## src/rtl/xlat_pkg.sv

```systemverilog
package xlat_pkg;

    localparam int IDX_W    = 6;
    localparam int MAG_W    = 8;
    localparam int QTR      = 16;
    localparam int QK_W     = $clog2(QTR + 1);
    localparam logic [IDX_W-1:0] HOME_IDX = IDX_W'(QTR / 2);

    typedef logic [IDX_W-1:0] idx_t;
    typedef logic [MAG_W-1:0] mag_t;

    typedef enum logic [2:0] {
        RES_FULL      = 3'b000,
        RES_HALF      = 3'b001,
        RES_QUARTER   = 3'b010,
        RES_EIGHTH    = 3'b011,
        RES_SIXTEENTH = 3'b111
    } res_t;

    typedef struct packed {
        logic neg;
        mag_t mag;
    } phase_pt_t;

    function automatic idx_t stride_of(input logic [2:0] code);
        case (code)
            RES_FULL:    return idx_t'(16);
            RES_HALF:    return idx_t'(8);
            RES_QUARTER: return idx_t'(4);
            RES_EIGHTH:  return idx_t'(2);
            default:     return idx_t'(1);
        endcase
    endfunction

    function automatic mag_t qwave(input logic [QK_W-1:0] k);
        case (k)
            5'd0:  return 8'd0;
            5'd1:  return 8'd25;
            5'd2:  return 8'd50;
            5'd3:  return 8'd74;
            5'd4:  return 8'd98;
            5'd5:  return 8'd120;
            5'd6:  return 8'd142;
            5'd7:  return 8'd162;
            5'd8:  return 8'd180;
            5'd9:  return 8'd197;
            5'd10: return 8'd212;
            5'd11: return 8'd225;
            5'd12: return 8'd236;
            5'd13: return 8'd244;
            5'd14: return 8'd250;
            5'd15: return 8'd254;
            default: return 8'd255;
        endcase
    endfunction

    // cosine of angle j*5.625 deg: quadrant picks mirror and sign
    function automatic phase_pt_t cos_point(input idx_t j);
        phase_pt_t p;
        logic [1:0] quad;
        logic [QK_W-1:0] off;
        logic [QK_W-1:0] k;
        quad = j[IDX_W-1 -: 2];
        off  = QK_W'(j[IDX_W-3:0]);
        k    = quad[0] ? off : QK_W'(QTR) - off;
        p.mag = qwave(k);
        p.neg = (quad == 2'd1 || quad == 2'd2) && (p.mag != '0);
        return p;
    endfunction

endpackage

```

## src/rtl/xlat_sync.sv

```systemverilog
module xlat_sync #(
    parameter int STAGES = 2
) (
    input  logic clk,
    input  logic rst,
    input  logic async_i,
    output logic rise_o
);
    logic [STAGES:0] chain;

    always_ff @(posedge clk) begin
        if (rst) chain <= '0;
        else     chain <= {chain[STAGES-1:0], async_i};
    end

    assign rise_o = chain[STAGES-1] & ~chain[STAGES];

    p_single_rise_r6: assert property (@(posedge clk) disable iff (rst)
        rise_o |=> !rise_o);
endmodule

```

## src/rtl/xlat_index.sv

```systemverilog
module xlat_index
    import xlat_pkg::*;
(
    input  logic       clk,
    input  logic       rst,
    input  logic       hold_i,
    input  logic       step_en_i,
    input  logic       dir_i,
    input  logic [2:0] mode_i,
    output idx_t       idx_o,
    output idx_t       idx_next_o
);
    idx_t idx_q;
    idx_t stride;

    always_comb begin
        stride     = stride_of(mode_i);
        idx_next_o = dir_i ? idx_q + stride : idx_q - stride;
    end

    always_ff @(posedge clk) begin
        if (rst || hold_i)  idx_q <= HOME_IDX;
        else if (step_en_i) idx_q <= idx_next_o;
    end

    assign idx_o = idx_q;

    p_home_after_reset_r1: assert property (@(posedge clk) disable iff (rst)
        $past(rst) |-> idx_q == HOME_IDX);
    p_sleep_home_r7: assert property (@(posedge clk) disable iff (rst)
        hold_i |=> idx_q == HOME_IDX);
    p_idle_hold_r3: assert property (@(posedge clk) disable iff (rst)
        (!step_en_i && !hold_i) |=> $stable(idx_q));
endmodule

```

## src/rtl/xlat_phase.sv

```systemverilog
module xlat_phase
    import xlat_pkg::*;
#(
    parameter int LAG = 0
) (
    input  logic      clk,
    input  logic      rst,
    input  logic      hold_i,
    input  logic      step_en_i,
    input  idx_t      idx_i,
    input  idx_t      idx_next_i,
    output phase_pt_t pt_o,
    output logic      dec_o
);
    localparam idx_t SHIFT = idx_t'(LAG);

    phase_pt_t pt_next;
    logic      dec_q;

    always_comb begin
        pt_o    = cos_point(idx_i - SHIFT);
        pt_next = cos_point(idx_next_i - SHIFT);
    end

    always_ff @(posedge clk) begin
        if (rst || hold_i)  dec_q <= 1'b0;
        else if (step_en_i) dec_q <= pt_next.mag < pt_o.mag;
    end

    assign dec_o = dec_q;

    p_dec_hold_r9: assert property (@(posedge clk) disable iff (rst)
        (!step_en_i && !hold_i) |=> $stable(dec_q));
    p_mag_needs_step_r3: assert property (@(posedge clk) disable iff (rst)
        (!step_en_i && !hold_i) |=> $stable(pt_o.mag));
endmodule

```

## src/rtl/stepper_xlat.sv

```systemverilog
module stepper_xlat
    import xlat_pkg::*;
#(
    parameter int SYNC_STAGES = 2
) (
    input  logic       clk,
    input  logic       rst,
    input  logic       step_i,
    input  logic       dir_i,
    input  logic [2:0] mode_i,
    input  logic       sleep_i,
    input  logic       enable_i,
    output logic [7:0] ph1_mag_o,
    output logic       ph1_neg_o,
    output logic       ph1_dec_o,
    output logic [7:0] ph2_mag_o,
    output logic       ph2_neg_o,
    output logic       ph2_dec_o
);
    localparam int NPH = 2;

    logic      step_rise;
    logic      step_go;
    idx_t      idx_cur;
    idx_t      idx_nxt;
    phase_pt_t pt  [NPH];
    logic      dec [NPH];

    xlat_sync #(.STAGES(SYNC_STAGES)) u_sync (
        .clk     (clk),
        .rst     (rst),
        .async_i (step_i),
        .rise_o  (step_rise)
    );

    assign step_go = step_rise & ~sleep_i;

    xlat_index u_index (
        .clk        (clk),
        .rst        (rst),
        .hold_i     (sleep_i),
        .step_en_i  (step_go),
        .dir_i      (dir_i),
        .mode_i     (mode_i),
        .idx_o      (idx_cur),
        .idx_next_o (idx_nxt)
    );

    for (genvar g = 0; g < NPH; g++) begin : g_phase
        xlat_phase #(.LAG(g * QTR)) u_phase (
            .clk        (clk),
            .rst        (rst),
            .hold_i     (sleep_i),
            .step_en_i  (step_go),
            .idx_i      (idx_cur),
            .idx_next_i (idx_nxt),
            .pt_o       (pt[g]),
            .dec_o      (dec[g])
        );
    end

    always_comb begin
        ph1_mag_o = enable_i ? pt[0].mag : '0;
        ph1_neg_o = enable_i & pt[0].neg;
        ph2_mag_o = enable_i ? pt[1].mag : '0;
        ph2_neg_o = enable_i & pt[1].neg;
        ph1_dec_o = dec[0];
        ph2_dec_o = dec[1];
    end
endmodule

```

## config.mk

```make
export PLATFORM = sky130hd
export DESIGN_NAME = stepper_xlat
export DESIGN_NICKNAME = d
export VERILOG_FILES = /design/src/rtl/xlat_pkg.sv /design/src/rtl/xlat_sync.sv /design/src/rtl/xlat_index.sv /design/src/rtl/xlat_phase.sv /design/src/rtl/stepper_xlat.sv
export SDC_FILE = /design/constraint.sdc
export NUM_CORES = 1
export LEC_CHECK = 0
export BUFFER_PORTS_ARGS = -buffer_cell sky130_fd_sc_hd__buf_2
export CELL_PAD_IN_SITES_DETAIL_PLACEMENT = 1
export CELL_PAD_IN_SITES_GLOBAL_PLACEMENT = 2
export CORE_ASPECT_RATIO = 0.9
export CORE_MARGIN = 10
export CORE_UTILIZATION = 36
export CTS_CLUSTER_SIZE = 10
export DETAILED_ROUTE_END_ITERATION = 8
export PLACE_DENSITY = 0.91
export SLEW_MARGIN = 10
export SYNTH_ARGS = -nofsm -noshare
export SYNTH_HDL_FRONTEND = slang
export SYNTH_HIERARCHICAL = 1
export SYNTH_SLANG_ARGS = --single-unit
```

## constraint.sdc

```tcl
create_clock -name clk -period 6.5 [get_ports clk]
set_clock_uncertainty 0.15 [all_clocks]
set_input_delay 1.3 -clock clk [delete_from_list [all_inputs] [get_ports clk]]
set_output_delay 1.3 -clock clk [all_outputs]
set_load 0.01 [all_outputs]
```

## Yosys cells after proc, flatten, opt, wreduce, memory -nomap -nowiden

Memory sizes are Yosys's and may differ from the RTL's.
Index checks and enable logic that the tools add are counted.

- Register bits after elaboration: 11
- ROM bits: 512
- Bits of input ports: 9
- Output and inout bits: 20
- Word-level logic and storage cells: 51
- Memories kept: 4

- Add/subtract/negate cells: 8
- Magnitude comparators: 2
- Eq/ne operators: 7
- Multiplexer cells: 12
- Bitwise gates (word level): 6
- Reductions and logical operators: 8

Memories:

| memory | depth | width | rd ports | clocked after memory_dff | wr ports | RTL line | RTL |
|---|---|---|---|---|---|---|---|
| (name not given) | 16 | 8 | 1 | 0 | 0 | xlat_pkg.sv:36 | `case (k)` |
| (name not given) | 16 | 8 | 1 | 0 | 0 | xlat_pkg.sv:36 |  |
| (name not given) | 16 | 8 | 1 | 0 | 0 | xlat_pkg.sv:36 |  |
| (name not given) | 16 | 8 | 1 | 0 | 0 | xlat_pkg.sv:36 |  |

Operator list:

| cell | count |
|---|---|
| 8-bit two-way mux | 6 |
| 5-bit two-way mux | 4 |
| 5-bit case mux with 4 select lines | 1 |
| 5-bit by 4-bit subtractor with 5-bit output, first input constant | 4 |
| 8-bit < comparator | 2 |
| 8-bit nonzero test | 2 |
| 6-bit by 5-bit adder with 6-bit output | 1 |
| 3-bit by 2-bit equality test with 1-bit output, second input constant | 2 |
| 6-bit two-way mux | 1 |
| 6-bit by 5-bit subtractor with 6-bit output | 1 |
| 6-bit by 5-bit subtractor with 6-bit output, second input constant | 1 |
| 5-bit subtractor, second input constant | 1 |
| 1-bit bitwise AND | 4 |
| 2-bit by 1-bit equality test with 1-bit output, second input constant | 2 |
| 2-bit equality test, second input constant | 2 |
| 3-bit by 1-bit equality test with 1-bit output, second input constant | 1 |
| 3-bit zero test | 1 |
| 1-bit logical OR | 3 |
| 1-bit logical AND | 2 |
| 1-bit inverter | 2 |

## Longest topological paths before layout

Gate-level depths: netlist of the first run.
An unclocked memory read counts as a cell.

- Depth in word-level cells: 10
- Depth in mapped cells: 22
- Mapped depth without buffers: 22

## Cells and area by module

Netlist of the first run, hierarchy kept.

Modules (own cells, without submodules):

| module | times used | cells each | area each (µm²) | sequential area each (µm²) |
|---|---|---|---|---|
| xlat_phase (g_phase[0].u_phase) | 1 | 145 | 1144.8 | 20.0 |
| xlat_phase (g_phase[1].u_phase) | 1 | 140 | 1047.3 | 20.0 |
| xlat_index | 1 | 62 | 530.5 | 120.1 |
| stepper_xlat | 1 | 20 | 147.6 | 0.0 |
| xlat_sync | 1 | 7 | 87.6 | 60.1 |

## Worst setup path after synthesis of the first run

No wires, ideal clock.

- Path type: input to register
- Start point: input port mode_i[0]
- End point: register g_phase[0].u_phase.dec_q
- Setup time: 0.058 ns
- Data arrival time: 5.117 ns
- Data required time: 6.292 ns
- Slack: 1.175 ns
- Stages: 21
- Path buffers: 1
- Path through: nand2_1 > nor2_1 > a21o_1 > inv_1 > fa_1 > nor2b_1 > o21ai_0 > nor2b_1 > xnor2_1 > buf_6 > mux2i_1 > inv_1 > ha_1 > mux2_1 > o32a_2 > ha_1 > a21o_1 > a21o_1 > a21oi_1 > o311ai_1 > nand2_1

- Elaborated cells between the ends (all ways): 13
- Those cells by class: add/sub (3); order compare (1); eq/ne (3); mux (4); reduce/logical (1); memory (1)

RTL lines:

| item | RTL line | RTL |
|---|---|---|
| start, declared | stepper_xlat.sv:10 | `input logic [2:0] mode_i,` |
| 3-bit by 2-bit equality test with 1-bit output (tied with other cells) | xlat_pkg.sv:26 | `case (code)` |
| 5-bit case mux with 4 select lines * | xlat_pkg.sv:26 |  |
| 6-bit by 5-bit subtractor with 6-bit output / 6-bit by 5-bit adder with 6-bit output (equally long branches) | xlat_index.sv:18 | `idx_next_o = dir_i ? idx_q + stride : idx_q - stride;` |
| 6-bit two-way mux * | xlat_index.sv:18 |  |
| net idx_nxt[4] | stepper_xlat.sv:25 | `idx_t idx_nxt;` |
| 5-bit two-way mux * | xlat_pkg.sv:65 | `k = quad[0] ? off : QK_W'(QTR) - off;` |
| memory 16 x 8 bit | - |  |
| 8-bit two-way mux * | xlat_pkg.sv:36 |  |
| 8-bit < comparator * | xlat_phase.sv:27 | `else if (step_en_i) dec_q <= pt_next.mag < pt_o.mag;` |
| end signal, assigned | xlat_phase.sv:27 |  |
| end, declared | xlat_phase.sv:18 | `logic dec_q;` |

The timed path passes the listed nets; every way through them passes the cells marked *.
A chain may end at the register's enable or synchronous reset.

## Worst setup path in the final report of the first run

- Start point: input port mode_i[2]
- End point: register g_phase[0].u_phase.dec_q

Same word-level chain as after synthesis.

==> run_results.csv, run 1 <==
group,metric,value,unit
cells_and_area,seq_area,220,um^2
floorplan,core,8030,um^2
timing,min_period_over_period,0.884,
place,dp_hpwl,6.58,mm
routing,wire_per_inst,16.9,um
floorplan,die_area,12200,um^2
floorplan,initial_core_util,0.367,
setup_path,end_kind,"register",
min_path,hp-class,"reg2reg",
setup_path,worst-setup-path-type,"in2reg",
setup_path,crit_slowest_cell,"fa_1",
setup_path,critPathRequiredTime,6.47,ns
setup_path,cp_data_arrival_time,5.72,ns
global_routing,grt_max_degree,22,
cells_and_area,nets,445,
clocking,cts_tree,"done",
setup_path,max_stage_delay,0.44,ns
timing,slew_viol_final,0,
cells_and_area,drive_gt1_frac,0.198,
clocking,clock-sinks,11,
setup_path,crit_family,"adder cells",
run_status,status,"finished, final reports clean",
routing,wl,8.31,mm
pwr,powerDensity,131,nW/um^2
setup_path,crit_chain,"buf_2 -> nor2_1 -> a21o_1 -> inv_1 -> fa_1 -> nor2b_1 -> o21ai_0 -> nor2b_1 -> xnor2_1 -> buf_4 -> mux2i_1 -> inv_1 -> ha_1 -> nor4_1 -> o41ai_1 -> ha_1 -> o211ai_1 -> a311oi_1 -> a211oi_1 -> o311ai_1 -> nand2_1",
job,drv_cap,0,
timing,setup-violations-final,0,
clocking,postCtsSetupBuffers,0,
cells_and_area,n_antenna_cell,0,
routing,drc,0,
setup_path,critical_path_buf_inv_count,4,
logic_synthesis,postSynthAreaPerCell,7.92,um^2
logic_synthesis,synth_nets,423,
pwr,ir_drop,0.0921,mV
clocking,cts_resized,0,
timing,fmax,174,MHz
timing,fin_tns_setup,0,ns
global_routing,track_usage,0.135,
routing,drtIter0Drc,147,
clocking,clock-root-buffer,"clkbuf_8",
timing,tightest_slew,0.958,ns
global_routing,grt_pass1_vias,2934,
logic_synthesis,syn_area,2950,um^2
timing,max_slew_margin,0.357,
floorplan,num_rows,31,
floorplan,die_w,115,um
cells_and_area,fill_cells,999,
timing,rsz0062_at_grt,"false",
floorplan,die_h,106,um
pwr,p_total,0.000419,W
timing,fin_crit,5.75,ns
global_routing,grt_pass1_wl,14.2,mm
timing,finalHoldViolCount,0,
cells_and_area,area_growth,8.37,%
floorplan,ios,29,
clocking,ctsHoldBuffers,0,
place,placed_cells_incl_taps,488,
routing,ant_nets,0,
global_routing,antenna_found_initial,0,
cells_and_area,multi_input_area,2510,um^2
clocking,clk_latency,0.24,ns
clocking,ctsLongestPathBuffers,2,
setup_path,path_max_fanout,9,
routing,vias,2807,
place,place_congestion,0.803,
clocking,clkTransAtPathRegs,0.06,ns
clocking,cts_made_buffers,3,
routing,drt_pre_antenna_iters,4,
setup_path,start_kind,"input pin",
global_routing,grt-ovfl-total,0,
clocking,htreeDepth,1,
place,port_buffers,28,
logic_synthesis,synth_cells,372,
cells_and_area,instances_no_fill,492,
routing,viasPerCell,5.71,
logic_synthesis,yosys_warnings,6,
pwr,p_leak,1.45,nW
## final cells by class
type                       count  share of cell area
inverter                      28              0.0329
clock buffer                   3              0.0129
multi-input combinational    316               0.787
tap                           99              0.0388
clock inverter                 1             0.00157
timing repair buffer          34              0.0580
sequential                    11              0.0690
## metrics by stage
step           worst slack, ns   util  hold WS [ns]  cell area (um^2)
2_1_floorplan             1.17      -         0.264              2950
3_3_place_gp             0.854  0.392         0.279              3150
3_5_place_dp             0.568  0.392         0.275              3150
4_1_cts                  0.792  0.398         0.289              3190
5_1_grt                  0.369  0.398         0.304              3190
6_report                 0.753  0.398         0.287              3190
## routing by layer
| layer | routed length [um] | vias up | global-route usage |
|---|---|---|---|
| met2 | 4200 | 16 | 0.244 |
| met3 | 121 | 4 | 0.00964 |
| met5 | 0 | - | 0 |
| met1 | 3960 | 1379 | 0.177 |
| li1 | - | 1408 | - |
| met4 | 37 | 0 | 0.0108 |
## worst reg2reg max path, delay by kind of cell (launching register included)
kind,cells,cell delay (ns)
compound gates,6,0.88
mux,1,0.39
fa+ha+maj,3,1.13
buf+inv,3,0.67
simple gates,4,0.71
flops,1,0.72
xor+xnor,1,0.41
## flip-flops by register name, summed over array words and instances (netlist names)
register	cells
u_index/idx_o	6
g_phase.u_phase/dec_o	2
u_sync/chain	3
## path summary, 6_finish.rpt
check	start	end	slack (ns)	depth (start not counted)
worst min-delay path	u_sync/chain[0]	u_sync/chain[1]	0.29	1
worst max register to register	u_index/idx_o[1]	g_phase[0].u_phase/dec_o	1.31	18
worst max-delay path	mode_i[2]	g_phase[0].u_phase/dec_o	0.75	21
worst min register to register	u_sync/chain[0]	u_sync/chain[1]	0.29	1
## cell usage in the layout, fill, tap and decap left out, types with 10 or more instances in the layout
master and count:
ha_1 41, buf_2 28, inv_1 27, nand2_1 23
nor2_1 22, a21oi_1 17, and2_2 14, nand3_1 11
dfxtp_1 11, mux2i_1 10, o21ai_0 10
## where the power goes
part / internal, W / switching (W)
combinational: 0.000114 / 0.000163
sequential: 0.0000691 / 0.00000247
clock: 0.0000422 / 0.0000283
total: 0.000225 / 0.000193
(Power assumes the default switching activity.)
==> inputs of run 2 (changes only) <==
CELL_PAD_IN_SITES_DETAIL_PLACEMENT = unset   (was 1)
CELL_PAD_IN_SITES_GLOBAL_PLACEMENT = unset   (was 2)
CORE_UTILIZATION = 39   (was 36)
PLACE_DENSITY = 0.67   (was 0.91)
==> run_results.csv, run 2 (same netlist as run 1, synthesis figures left out) <==
group,metric,value,unit
cells_and_area,n_antenna_cell,0,
cells_and_area,largest_register_ffs,6,
clocking,clk_latency,0.24,ns
cells_and_area,area_growth,8.33,%
pwr,ir_drop,0.0712,mV
routing,drt_pre_antenna_iters,4,
clocking,clkTransAtPathRegs,0.05,ns
routing,drc,0,
timing,max_slew_margin,0.387,
job,drv_cap,0,
cells_and_area,fill_cells,750,
clocking,cts_tree,"done",
clocking,cts_made_buffers,3,
floorplan,initial_core_util,0.410,
timing,slew_viol_final,0,
setup_path,path_common_cell,"a21o_1",
global_routing,antenna_found_initial,0,
clocking,clock-sinks,11,
clocking,postCtsSetupBuffers,0,
global_routing,grt-ovfl-total,0,
routing,drtIter0Drc,159,
global_routing,grt_max_degree,23,
timing,fmax,179,MHz
floorplan,ios,29,
timing,finalHoldViolCount,0,
timing,rsz0062_at_grt,"false",
floorplan,core,7180,um^2
cells_and_area,nets,446,
timing,fin_crit,5.59,ns
place,port_buffers,28,
setup_path,crit_slowest_cell,"xnor2_1",
timing,tightest_slew,0.912,ns
global_routing,grt_pass1_wl,12.0,mm
clocking,cts_resized,0,
run_status,status,"finished, final reports clean",
floorplan,num_rows,29,
routing,wire_per_inst,14.5,um
setup_path,critPathRequiredTime,6.54,ns
clocking,htreeDepth,1,
timing,fin_tns_setup,0,ns
cells_and_area,layout_common_cells,"ha_1, buf_2, inv_1, nand2_1, nor2_1",
setup_path,cp_data_arrival_time,5.63,ns
routing,wl,7.07,mm
setup_path,end_kind,"register",
routing,vias,2761,
timing,min_period_over_period,0.860,
routing,ant_nets,0,
pwr,p_leak,1.45,nW
floorplan,die_area,11400,um^2
clocking,clock-root-buffer,"clkbuf_8",
routing,viasPerCell,5.67,
setup_path,worst-setup-path-type,"in2reg",
pwr,powerDensity,129,nW/um^2
place,placed_cell_area,3150,um^2
cells_and_area,finalInstanceArea,3190,um^2
setup_path,start_kind,"input pin",
setup_path,crit_chain,"buf_2 -> nor2_1 -> a21o_1 -> inv_1 -> fa_1 -> nor2b_1 -> o21ai_0 -> nor2b_1 -> xnor2_1 -> buf_4 -> mux2i_1 -> inv_1 -> ha_1 -> mux2_1 -> o32a_2 -> ha_1 -> a21o_1 -> a21o_1 -> a21oi_1 -> o311ai_1 -> nand2_1",
setup_path,path_max_fanout,8,
setup_path,max_stage_delay,0.48,ns
timing,setup-violations-final,0,
cells_and_area,drive_gt1_frac,0.198,
floorplan,die_h,102,um
place,place_congestion,0.853,
min_path,hp-class,"reg2reg",
place,dp_hpwl,5.49,mm
clocking,ctsHoldBuffers,0,
global_routing,grt_pass1_vias,2556,
floorplan,die_w,112,um
cells_and_area,layout_commonest_cell,"ha_1",
clocking,ctsLongestPathBuffers,2,
global_routing,track_usage,0.119,
-- run 2: cell count changes in the layout (fill, tap and decap cells not counted) --
| cell | delta |
|---|---|
| clkinv_2 | -1 |
| buf_4 | +1 |
| clkbuf_1 | +1 |
-- run 2: layout make-up --
| class | count | area, um^2 | area share |
|---|---|---|---|
| inverters | 28 | 105 | 0.0329 |
| multi-input cells | 316 | 2510 | 0.787 |
| flip-flops and latches | 11 | 220 | 0.0690 |
| repair buffers | 35 | 193 | 0.0604 |
| clock buffers | 4 | 45.0 | 0.0141 |
| well taps | 93 | 116 | 0.0365 |
-- run 2: critical path: cells and delay by family --
| family | cells | cell delay, ns |
|---|---|---|
| mux | 2 | 0.65 |
| buf+inv | 4 | 0.67 |
| xor+xnor | 1 | 0.48 |
| fa+ha+maj | 3 | 1.03 |
| simple gates | 4 | 0.46 |
| compound gates | 7 | 1.03 |
-- run 2: path summary, 6_finish.rpt --
check / from / endpoint / slack (ns) / depth (start not counted)
worst max-delay path: mode_i[2] / g_phase[0].u_phase/dec_o / 0.91 / 21
worst min-delay path: u_sync/chain[0] / u_sync/chain[1] / 0.29 / 1
worst max register to register: u_index/idx_o[0] / g_phase[0].u_phase/dec_o / 1.55 / 20
worst min register to register: u_sync/chain[0] / u_sync/chain[1] / 0.29 / 1
-- run 2: power by group --
group	total [W]	internal, W	switching (W)	leakage, nW
clock	0.0000710	0.0000432	0.0000278	0.0228
combinational	0.000270	0.000114	0.000156	1.34
sequential	0.0000711	0.0000691	0.00000196	0.0893
-- run 2: metal layers --
metal / up-vias / part of all wire / routed length [um] / global-route usage
met4: 0 / 0.0089 / 63 / 0.0296
met3: 5 / 0.022 / 153 / 0.00176
met2: 42 / 0.48 / 3380 / 0.211
met5: - / 0 / 0 / 0
met1: 1300 / 0.49 / 3470 / 0.158
li1: 1414 / - / - / -
-- run 2: stage by stage --
| stage | setup WS (ns) | std cells | total power [W] | util | hold WS (ns) |
|---|---|---|---|---|---|
| 2_1_floorplan | 1.17 | 372 | 0.000283 | - | 0.264 |
| 3_3_place_gp | 0.885 | 483 | 0.000333 | 0.438 | 0.294 |
| 3_5_place_dp | 0.717 | 483 | 0.000341 | 0.438 | 0.275 |
| 4_1_cts | 0.942 | 487 | 0.000414 | 0.444 | 0.298 |
| 5_1_grt | 0.559 | 487 | 0.000454 | 0.444 | 0.322 |
| 6_report | 0.907 | 487 | 0.000412 | 0.444 | 0.294 |
